==> config.mk <==
export PLATFORM = sky130hd
export DESIGN_NAME = phase_cfg_explorer
export DESIGN_NICKNAME = d
export VERILOG_FILES = /design/src/rtl/phase_explore_pkg.sv /design/src/rtl/pce_epoch_timer.sv /design/src/rtl/pce_shift_detector.sv /design/src/rtl/pce_trial_fsm.sv /design/src/rtl/phase_cfg_explorer.sv
export SDC_FILE = /design/constraint.sdc
export NUM_CORES = 1
export LEC_CHECK = 0
export BUFFER_PORTS_ARGS = -buffer_cell sky130_fd_sc_hd__buf_2
export CORE_MARGIN = 1.5
export CORE_UTILIZATION = 50
export CTS_BUF_LIST = sky130_fd_sc_hd__clkbuf_2 sky130_fd_sc_hd__clkbuf_4 sky130_fd_sc_hd__clkbuf_8
export DETAILED_ROUTE_END_ITERATION = 6
export HOLD_SLACK_MARGIN = 0.12
export PLACE_DENSITY = 0.76
export SYNTH_ARGS = -nofsm -noshare
export SYNTH_HDL_FRONTEND = slang
export SYNTH_SLANG_ARGS = --single-unit
==> constraint.sdc <==
create_clock -name clk -period 12.8 [get_ports clk]
set_clock_uncertainty 0.05 [all_clocks]
set_input_delay 2.56 -clock clk [delete_from_list [all_inputs] [get_ports clk]]
set_output_delay 2.56 -clock clk [all_outputs]
set_load 0.01 [all_outputs]
==> src/rtl/phase_explore_pkg.sv <==
// Shared types for the phase-driven configuration explorer.
// Assumes nothing beyond a two-bit state encoding.
package phase_explore_pkg;

    typedef enum logic [1:0] {
        ST_IDLE   = 2'd0,
        ST_TRY_A  = 2'd1,
        ST_TRY_B  = 2'd2,
        ST_DECIDE = 2'd3
    } explore_state_t;

    localparam logic CFG_SMALL = 1'b0;
    localparam logic CFG_LARGE = 1'b1;

endpackage

==> src/rtl/pce_epoch_timer.sv <==
// Epoch timer: counts idle cycles and flags the last cycle of each epoch.
// The length starts at EPOCH_BASE and doubles on a grow request, up to
// EPOCH_MAX. Assumes both bounds are powers of two and BASE <= MAX.
module pce_epoch_timer #(
    parameter int EPOCH_BASE = 16,
    parameter int EPOCH_MAX  = 128,
    parameter int LEN_W      = $clog2(EPOCH_MAX) + 1
) (
    input  logic             clk,
    input  logic             rst_n,
    input  logic             run,
    input  logic             grow,
    output logic             epoch_end,
    output logic [LEN_W-1:0] ep_len
);

    logic [LEN_W-1:0] ep_cnt;

    assign epoch_end = run && (ep_cnt == ep_len - 1'b1);

    // Advance the cycle count inside an epoch; hold at zero when not running.
    always_ff @(posedge clk) begin
        if (!rst_n)                 ep_cnt <= '0;
        else if (!run || epoch_end) ep_cnt <= '0;
        else                        ep_cnt <= ep_cnt + 1'b1;
    end

    // Double the epoch length on request, saturating at the ceiling.
    always_ff @(posedge clk) begin
        if (!rst_n)
            ep_len <= LEN_W'(EPOCH_BASE);
        else if (grow && (ep_len < LEN_W'(EPOCH_MAX)))
            ep_len <= ep_len << 1;
    end

    a_r8_len_in_range: assert property (@(posedge clk) disable iff (!rst_n)
        (ep_len >= LEN_W'(EPOCH_BASE)) && (ep_len <= LEN_W'(EPOCH_MAX))
        && ($countones(ep_len) == 1));

    a_r8_len_only_doubles: assert property (@(posedge clk) disable iff (!rst_n)
        !$stable(ep_len) |-> (ep_len == ($past(ep_len) << 1)));

    a_r2_count_below_len: assert property (@(posedge clk) disable iff (!rst_n)
        ep_cnt < ep_len);

endmodule

==> src/rtl/pce_shift_detector.sv <==
// Shift detector: compares each epoch-end statistic with the previous one.
// Raises phase_chg when the absolute gap exceeds thr, and grow after
// STREAK_K consecutive compared changes. A sample taken at a change is
// stored but marked stale, so the next sample is only recorded.
module pce_shift_detector #(
    parameter int STAT_W   = 10,
    parameter int STREAK_K = 2,
    parameter int SK_W     = $clog2(STREAK_K + 1)
) (
    input  logic              clk,
    input  logic              rst_n,
    input  logic              epoch_end,
    input  logic [STAT_W-1:0] stat_in,
    input  logic [STAT_W-1:0] thr,
    output logic              phase_chg,
    output logic              grow
);

    logic [STAT_W-1:0] prev_q;
    logic              prev_vld;
    logic [SK_W-1:0]   streak;
    logic [STAT_W-1:0] gap;

    assign gap       = (stat_in >= prev_q) ? (stat_in - prev_q) : (prev_q - stat_in);
    assign phase_chg = epoch_end && prev_vld && (gap > thr);
    assign grow      = phase_chg && (streak == SK_W'(STREAK_K - 1));

    // Keep the last sample and whether it may serve as a comparison base.
    always_ff @(posedge clk) begin
        if (!rst_n) begin
            prev_q   <= '0;
            prev_vld <= 1'b0;
        end else if (epoch_end) begin
            prev_q   <= stat_in;
            prev_vld <= !phase_chg;
        end
    end

    // Count consecutive compared epochs that showed a change.
    always_ff @(posedge clk) begin
        if (!rst_n)
            streak <= '0;
        else if (epoch_end && prev_vld) begin
            if (grow)           streak <= '0;
            else if (phase_chg) streak <= streak + 1'b1;
            else                streak <= '0;
        end
    end

    a_r8_streak_bound: assert property (@(posedge clk) disable iff (!rst_n)
        streak < SK_W'(STREAK_K));

endmodule

==> src/rtl/pce_trial_fsm.sv <==
// Trial sequencer: on a phase change it requests the small configuration,
// measures a window, requests the large one, measures again, then
// requests the winner (a tie keeps small). Each request waits for an ack.
// Assumes cfg_ack pulses only while a request is outstanding.
module pce_trial_fsm
    import phase_explore_pkg::*;
#(
    parameter int INC_W  = 4,
    parameter int WINDOW = 16,
    parameter int WIN_W  = $clog2(WINDOW + 1),
    parameter int ACC_W  = INC_W + $clog2(WINDOW + 1)
) (
    input  logic             clk,
    input  logic             rst_n,
    input  logic             phase_chg,
    input  logic [INC_W-1:0] instr_inc,
    input  logic             cfg_ack,
    output logic             cfg_sel,
    output logic             cfg_req,
    output logic             in_idle
);

    explore_state_t   state;
    logic             waiting;
    logic [WIN_W-1:0] win_cnt;
    logic [ACC_W-1:0] acc;
    logic [ACC_W-1:0] thru_a;
    logic [ACC_W-1:0] acc_nxt;
    logic             win_last;

    assign acc_nxt  = acc + ACC_W'(instr_inc);
    assign win_last = (win_cnt == WIN_W'(WINDOW - 1));
    assign in_idle  = (state == ST_IDLE);

    // Sequence the trial, accumulate throughput and issue requests.
    always_ff @(posedge clk) begin
        if (!rst_n) begin
            state   <= ST_IDLE;
            waiting <= 1'b0;
            win_cnt <= '0;
            acc     <= '0;
            thru_a  <= '0;
            cfg_sel <= CFG_SMALL;
            cfg_req <= 1'b0;
        end else begin
            cfg_req <= 1'b0;
            case (state)
                ST_IDLE: begin
                    if (phase_chg) begin
                        state   <= ST_TRY_A;
                        cfg_sel <= CFG_SMALL;
                        cfg_req <= 1'b1;
                        waiting <= 1'b1;
                        acc     <= '0;
                        win_cnt <= '0;
                    end
                end
                ST_TRY_A, ST_TRY_B: begin
                    if (waiting) begin
                        if (cfg_ack) waiting <= 1'b0;
                    end else if (win_last) begin
                        acc     <= '0;
                        win_cnt <= '0;
                        cfg_req <= 1'b1;
                        waiting <= 1'b1;
                        if (state == ST_TRY_A) begin
                            thru_a  <= acc_nxt;
                            state   <= ST_TRY_B;
                            cfg_sel <= CFG_LARGE;
                        end else begin
                            state   <= ST_DECIDE;
                            cfg_sel <= (acc_nxt > thru_a) ? CFG_LARGE : CFG_SMALL;
                        end
                    end else begin
                        acc     <= acc_nxt;
                        win_cnt <= win_cnt + 1'b1;
                    end
                end
                default: begin
                    if (cfg_ack) begin
                        state   <= ST_IDLE;
                        waiting <= 1'b0;
                    end
                end
            endcase
        end
    end

    a_r9_req_single_cycle: assert property (@(posedge clk) disable iff (!rst_n)
        cfg_req |=> !cfg_req);

    a_r9_sel_moves_with_req: assert property (@(posedge clk) disable iff (!rst_n)
        !$stable(cfg_sel) |-> cfg_req);

    a_r4_first_trial_small: assert property (@(posedge clk) disable iff (!rst_n)
        (cfg_req && state == ST_TRY_A) |-> (cfg_sel == CFG_SMALL));

    a_r5_second_trial_large: assert property (@(posedge clk) disable iff (!rst_n)
        (cfg_req && state == ST_TRY_B) |-> (cfg_sel == CFG_LARGE));

    a_r4_window_bound: assert property (@(posedge clk) disable iff (!rst_n)
        win_cnt < WIN_W'(WINDOW));

    a_r6_decide_returns_idle: assert property (@(posedge clk) disable iff (!rst_n)
        (state == ST_DECIDE && cfg_ack) |=> (state == ST_IDLE));

endmodule

==> src/rtl/phase_cfg_explorer.sv <==
// Top of the phase-driven configuration explorer. Ties the epoch timer,
// the shift detector and the trial sequencer together. The timer runs
// only while the sequencer is idle, so statistics are not compared
// during a trial. Assumes cfg_ack answers each cfg_req exactly once.
module phase_cfg_explorer #(
    parameter int INC_W      = 4,
    parameter int STAT_W     = 10,
    parameter int EPOCH_BASE = 16,
    parameter int EPOCH_MAX  = 128,
    parameter int WINDOW     = 16,
    parameter int STREAK_K   = 2
) (
    input  logic              clk,
    input  logic              rst_n,
    input  logic [INC_W-1:0]  instr_inc,
    input  logic [STAT_W-1:0] stat_in,
    input  logic [STAT_W-1:0] thr,
    input  logic              cfg_ack,
    output logic              cfg_sel,
    output logic              cfg_req
);

    localparam int LEN_W = $clog2(EPOCH_MAX) + 1;

    logic             epoch_end;
    logic             phase_chg;
    logic             grow;
    logic             in_idle;
    logic [LEN_W-1:0] ep_len;

    pce_epoch_timer #(
        .EPOCH_BASE(EPOCH_BASE),
        .EPOCH_MAX (EPOCH_MAX),
        .LEN_W     (LEN_W)
    ) u_timer (
        .clk      (clk),
        .rst_n    (rst_n),
        .run      (in_idle),
        .grow     (grow),
        .epoch_end(epoch_end),
        .ep_len   (ep_len)
    );

    pce_shift_detector #(
        .STAT_W  (STAT_W),
        .STREAK_K(STREAK_K)
    ) u_detect (
        .clk      (clk),
        .rst_n    (rst_n),
        .epoch_end(epoch_end),
        .stat_in  (stat_in),
        .thr      (thr),
        .phase_chg(phase_chg),
        .grow     (grow)
    );

    pce_trial_fsm #(
        .INC_W (INC_W),
        .WINDOW(WINDOW)
    ) u_trial (
        .clk      (clk),
        .rst_n    (rst_n),
        .phase_chg(phase_chg),
        .instr_inc(instr_inc),
        .cfg_ack  (cfg_ack),
        .cfg_sel  (cfg_sel),
        .cfg_req  (cfg_req),
        .in_idle  (in_idle)
    );

    a_r7_no_change_in_trial: assert property (@(posedge clk) disable iff (!rst_n)
        !in_idle |-> !phase_chg);

endmodule

Yosys cells after proc, flatten, opt, wreduce, memory -nomap -nowiden

Cells that the tools add are included.

Bitwise gates (word level): 2
Shifts and indexed selects: 0
Equal/unequal tests: 8
Reductions and logical operators: 18
Divide/modulo/power cells: 0
Order comparisons: 4
$mul: 0
Multiplexer cells: 32
$add $sub $neg: 7

Operator list:

| operator              | count |
|---|---|
| $mux W9               | 3 |
| $sub A10 B10 Y10      | 2 |
| $pmux W9 S2           | 1 |
| $mux W5               | 3 |
| $mux W1               | 13 |
| $mux W2               | 6 |
| $reduce_and A4 Y1     | 3 |
| $ge A10 B10 Y1        | 1 |
| $gt A10 B10 Y1        | 1 |
| $mux W10              | 1 |
| $pmux W5 S2           | 1 |
| $add A9 B4 Y9         | 1 |
| $gt A9 B9 Y1          | 1 |
| $add A8 B1 Y8 const B | 1 |
| $eq A8 B8 Y1          | 1 |
| $lt A8 B8 Y1 const B  | 1 |
| $sub A8 B1 Y8 const B | 1 |
| $pmux W1 S2           | 3 |
| $add A5 B1 Y5 const B | 1 |
| $eq A5 B4 Y1 const B  | 1 |
| $logic_and A1 B1 Y1   | 5 |
| $eq A2 B1 Y1 const B  | 2 |
| $ne A2 B1 Y1 const B  | 2 |
| $pmux W2 S2           | 1 |
| other kinds (12)      | 15 |

Memories: 0
Latch bits: 0
Bits in writable memories: 0
Flip-flop bits (word level): 53
Memory bits (read-only): 0
Input port bits: 27

Longest topological paths before layout

Depth in word-level cells: 7
Gate-level depth with buffers: 18
Mapped depth without buffers: 17

By module

From an unflattened synthesis, not the netlist that was laid out.

Cells, all modules: 464
Area total of the unflattened synthesis: 4,037.6 µm²

Modules (own cells, without submodules):

| module             | cells an instance | times used | area each (µm²) |
|---|---|---|---|
| pce_trial_fsm      | 210               | 1          | 1,819.2 |
| pce_shift_detector | 191               | 1          | 1,627.8 |
| pce_epoch_timer    | 63                | 1          | 590.6 |

Least setup slack after synthesis

OpenSTA, ideal clock, no wires.

Path kind: input to register
Start point: input port stat_in[0]
End point: register u_trial.acc[7]
Arrival time: 6,221 ps
Required time: 12,647 ps
Setup slack: 6,426 ps
Stages: 17
Cells stage by stage: inv_1 -> ha_1 -> inv_1 -> fa_1 -> a21o_1 -> a21oi_1 -> a2111o_1 -> nand3_2 -> o21a_1 -> a221oi_1 -> ha_1 -> and4_1 -> a2111oi_2 -> nor3_1 -> a21o_1 -> buf_4 -> a2111oi_2

Word-level cells in the longest chain between the ends: 6

Ends and longest elaborated chain:

| item                                               | RTL line                 | source |
|---|---|---|
| start: declaration                                 | phase_cfg_explorer.sv:16 | `input logic [STAT_W-1:0] stat_in,` |
| $sub A10 B10 Y10 or $ge A10 B10 Y1 (tied branches) | pce_shift_detector.sv:24 | `assign gap = (stat_in >= prev_q) ? (stat_in - prev_q) : (prev_q - stat_in);` |
| $mux W10 (*)                                       | pce_shift_detector.sv:24 |  |
| $gt A10 B10 Y1 (*)                                 | pce_shift_detector.sv:25 | `assign phase_chg = epoch_end && prev_vld && (gap > thr);` |
| $logic_and A1 B1 Y1 (*)                            | pce_shift_detector.sv:25 |  |
| $ne A2 B1 Y1 (no line) (*)                         | n/a                      |  |
| $reduce_and A3 Y1 (no line) (*)                    | n/a                      |  |
| end signal: assignment                             | pce_trial_fsm.sv:75      | `acc <= acc_nxt;` |
| end: declaration                                   | pce_trial_fsm.sv:26      | `logic [ACC_W-1:0] acc;` |

Every way passes the cells marked *; elsewhere a longest branch is shown, timed or not.
A chain may end at the register's enable or synchronous reset.

Worst setup path in the final report

Start point: input port stat_in[0]
End point: register u_trial.acc[2]

Same word-level chain as after synthesis.

==> results by group <==
Status
  – Status: finished clean

Clock tree
  – H-Tree Depth: 2
  – Clock slew at reported path FFs: roughly 0.1 ns
  – Setup bufs post-CTS: 0
  – Clock Path Buffers: 2
  – Clk root buf: clkbuf_8
  – Post-CTS sizing: 0
  – Worst skew pair latency: around 0.31 ns
  – Clock sinks: 53
  – CTS tree: built
  – Num CTS Buffers: 5
  – # hold bufs at CTS: 0

Min path
  – Hold-critical path depth: 2
  – Hold Path Class: flip-flop to flip-flop

Synthesis
  – Seq/Total Area, Yosys: 0.255
  – Yosys cell types: just over 60
  – Top_reg_cell synth: dfxtp_1
  – Mean post-synth cell area: between 8 and 9 um2
  – #FFs+latches synth: 53
  – Synth warn: 0
  – Synth Cell Area: around 4200 um2
  – Cell count after synthesis: roughly 510
  – Post-synth EDFFs: 0
  – Top-area cell type share of the netlist area: 0.255
  – Main area contributors after synthesis: dfxtp_1 (26%), ha_1 (15%), mux2i_1 (6.5%)
  – Asr flop ratio synth: 0
  – Post-Syn Nets: around 590
  – Synth area leader: dfxtp_1

Place
  – Placed Cells: roughly 620
  – Post-placement setup slack: ~5.7 ns
  – Final Wtd Congestion: roughly 0.87
  – DP HPWL: between 6 and 7 mm
  – Placed cell areas: 4330 um2
  – Buffers on Ports: 28

STA
  – Hold Vio Cnt, Final: 0
  – Worst setup slack after layout: ~6 ns
  – Final slew viol count: 0
  – Worst slew pin tran: roughly 0.9 ns
  – Min Tclk post-route: between 6 and 7 ns
  – RSZ-0062 raised after global routing: no
  – Final period util: 0.533
  – Hold_ws: 0.407 ns
  – Final setup fails: 0
  – Fmax: between 100 and 150 MHz
  – Setup TNS: 0 ns
  – Slew Limit Headroom: 0.389

Setup path
  – CP endpoint: u_trial.acc[2]
  – Buffers & Inverters on Critical Path: 3
  – Critical path launch point: stat_in[0]
  – CP cell instances: buf_2 -> inv_1 -> ha_1 -> inv_1 -> fa_1 -> a21o_1 -> a21oi_1 -> a2111o_1 -> nand3_2 -> o21a_1 -> a221oi_1 -> ha_1 -> nand4_1 -> a211oi_1 -> a2111oi_2 -> nor3_1 -> a21o_1 -> a2111oi_2
  – WS Path Type: input port to flip-flop
  – Crit-path slowest cell: a2111oi_2
  – Cell family with most CP delay: compound AO/OA/AOI/OAI gates
  – Worst setup EP type: flip-flop
  – FF-to-FF setup slack: about 8.0 ns
  – Cell count along the critical path: 18
  – CP peak stage delay: around 0.56 ns
  – Reg2reg end: u_trial.acc[2]
  – Reg2reg start: u_detect.prev_q[0]
  – Worst Path Required: 12.97 ns
  – Crit path max fanout: 11
  – CP Data Arrival Time: approximately 7.0 ns
  – Nature of the critical path startpoint: input port
  – Worst r2r path cells: 16

Power
  – Internal power: ~0.24 mW
  – Sw frac: 0.306
  – Sequential Power Share: 0.488
  – Power per cell area: between 70 and 80 nW/um2
  – Combinational share of power: 0.223
  – Net Sw Power: between 0.1 and 0.15 mW
  – VDD IR max: ~0.052 mV
  – Clock power share: 0.290
  – Leakage: around 2.0 nW
  – Total power: around 0.35 mW

GRT
  – Number of global-route vias before repair: 3355
  – Initial antenna violation count: 0
  – Largest net degree at the start of global routing: 25
  – Aggregate global routing overflow: 0
  – First-pass GRT wire length: 15.7 mm
  – GRT Total Usage: 0.220

Route
  – Drt drc: 0
  – Router iterations before antenna repair: 4
  – Vias/cell: about 5.7
  – Total number of vias: approximately 3600
  – Final WL: about 9.3 mm
  – Detailed Route Iter0 Violations: ~200
  – Post-route ant nets: 0
  – WL/cell: 14.9 um

Die
  – Die extent in x: around 94 um
  – Core area: around 8100 um2
  – Top Ports: 29
  – Die Y: 94.2 um
  – Initial Util: 0.511
  – FP Rows: 33
  – Die area: 8870 um2

Layout
  – Post-Layout Cell Count: 626
  – Ant diodes: 0
  – Final Core Density: 0.545
  – Nets: 600
  – Final Cell Area: 4430 um2
  – Area growth syn-to-layout: 6.50%
  – Fraction of layout cells with a size suffix above 1: 0.0998

Job
  – Max Cap Viol: 0
-- worst min-delay path by stage --
stage / from / end / slack, ns
2_1_floorplan: u_timer.ep_cnt[0] / u_timer.ep_cnt[0] / 0.36
6_report: u_trial.win_cnt[4] / u_trial.win_cnt[4] / 0.41
5_1_grt: u_trial.win_cnt[4] / u_trial.win_cnt[4] / 0.43
3_5_place_dp: u_timer.ep_cnt[0] / u_timer.ep_cnt[0] / 0.39
3_3_place_gp: u_timer.ep_cnt[0] / u_timer.ep_cnt[0] / 0.38
4_1_cts: u_trial.win_cnt[4] / u_trial.win_cnt[4] / 0.41
-- per-layer routing --
layer / global-route usage / vias to the layer above / wire length (um)
met5: 0 / - / 0
met4: 0.0634 / 0 / 131
met3: 0.0324 / 13 / 374
met2: 0.359 / 94 / 4300
met1: 0.299 / 1666 / 4500
li1: - / 1817 / -
-- cell usage in the layout (no fill, tap or decap), types with 6 or more instances in the layout --
cell type	count
a211oi_1	6
clkbuf_8	6
nor2_1	44
a31oi_1	10
a21oi_1	28
dfxtp_1	53
nand2_1	28
inv_1	57
xnor2_1	14
o21ai_0	13
xor2_1	11
a21o_1	13
buf_2	28
and3_1	9
nor3_1	8
ha_1	50
or3_1	7
mux2i_1	27
nand3_1	27
-- worst min-delay path: cells and delay by family, from the launching register on --
family	cells	cell delay, ns
flip-flops	1	0.33
AO/OA/AOI/OAI	1	0.04
AND/OR/NAND/NOR	1	0.05
-- cell families (layout without fill, tap and decap cells) --
logic type      count (synthesis)  after routing  synth area share
fa+ha+maj                      53             53             0.165
compound gates                115            115             0.196
xor+xnor                       25             25            0.0526
mux                            28             28            0.0677
buf+inv                        80             93            0.0749
simple gates                  154            154             0.189
flops                          53             53             0.255
-- cells in the mapped netlist (4+ instances only) --
cell type and instances:
nor2_1 44, a21oi_1 28, and3_1 9, dfxtp_1 53, a211oi_1 6, nor3_1 8, or3_1 7, mux2i_1 27
xnor2_1 14, xor2_1 11, a22o_1 5, inv_1 57, o21a_1 5, clkbuf_1 17, nand2_1 28, a22oi_1 4
nand4_1 5, o21ai_0 13, a31oi_1 10, and4_1 4, a21o_1 13, nand3_1 27, ha_1 50
-- state kept, by name, indices dropped and copies added (netlist names) --
name / count
u_trial.waiting: 1
u_trial.acc: 9
u_trial.state: 2
u_detect.prev_q: 10
u_detect.streak: 2
u_trial.cfg_sel: 1
u_timer.ep_len: 4
u_trial.cfg_req: 1
u_timer.ep_cnt: 8
u_detect.prev_vld: 1
u_trial.thru_a: 9
u_trial.win_cnt: 5
-- cell type report --
| class | count | area [um2] |
|---|---|---|
| timing repair buffer | 28 | 140 |
| inverter | 57 | 214 |
| tap | 105 | 131 |
| fill | 750 | 3700 |
| clock inverter | 2 | 13.8 |
| clock buffer | 6 | 82.6 |
| sequential | 53 | 1060 |
| multi-input combinational | 375 | 2790 |
-- power groups by stage --
| stage | Combinational [mW] | Sequential, mW | Clock [mW] |
|---|---|---|---|
| 6_report | 0.0781 | 0.171 | 0.102 |
| 5_1_grt | 0.0878 | 0.172 | 0.111 |
| 4_1_cts | 0.0776 | 0.171 | 0.106 |
| 3_5_place_dp | 0.0770 | 0.175 | 0 |
| 3_3_place_gp | 0.0751 | 0.175 | 0 |
| 2_1_floorplan | 0.0583 | 0.173 | 0 |
Note: power is estimated with default switching activity, not from simulation.
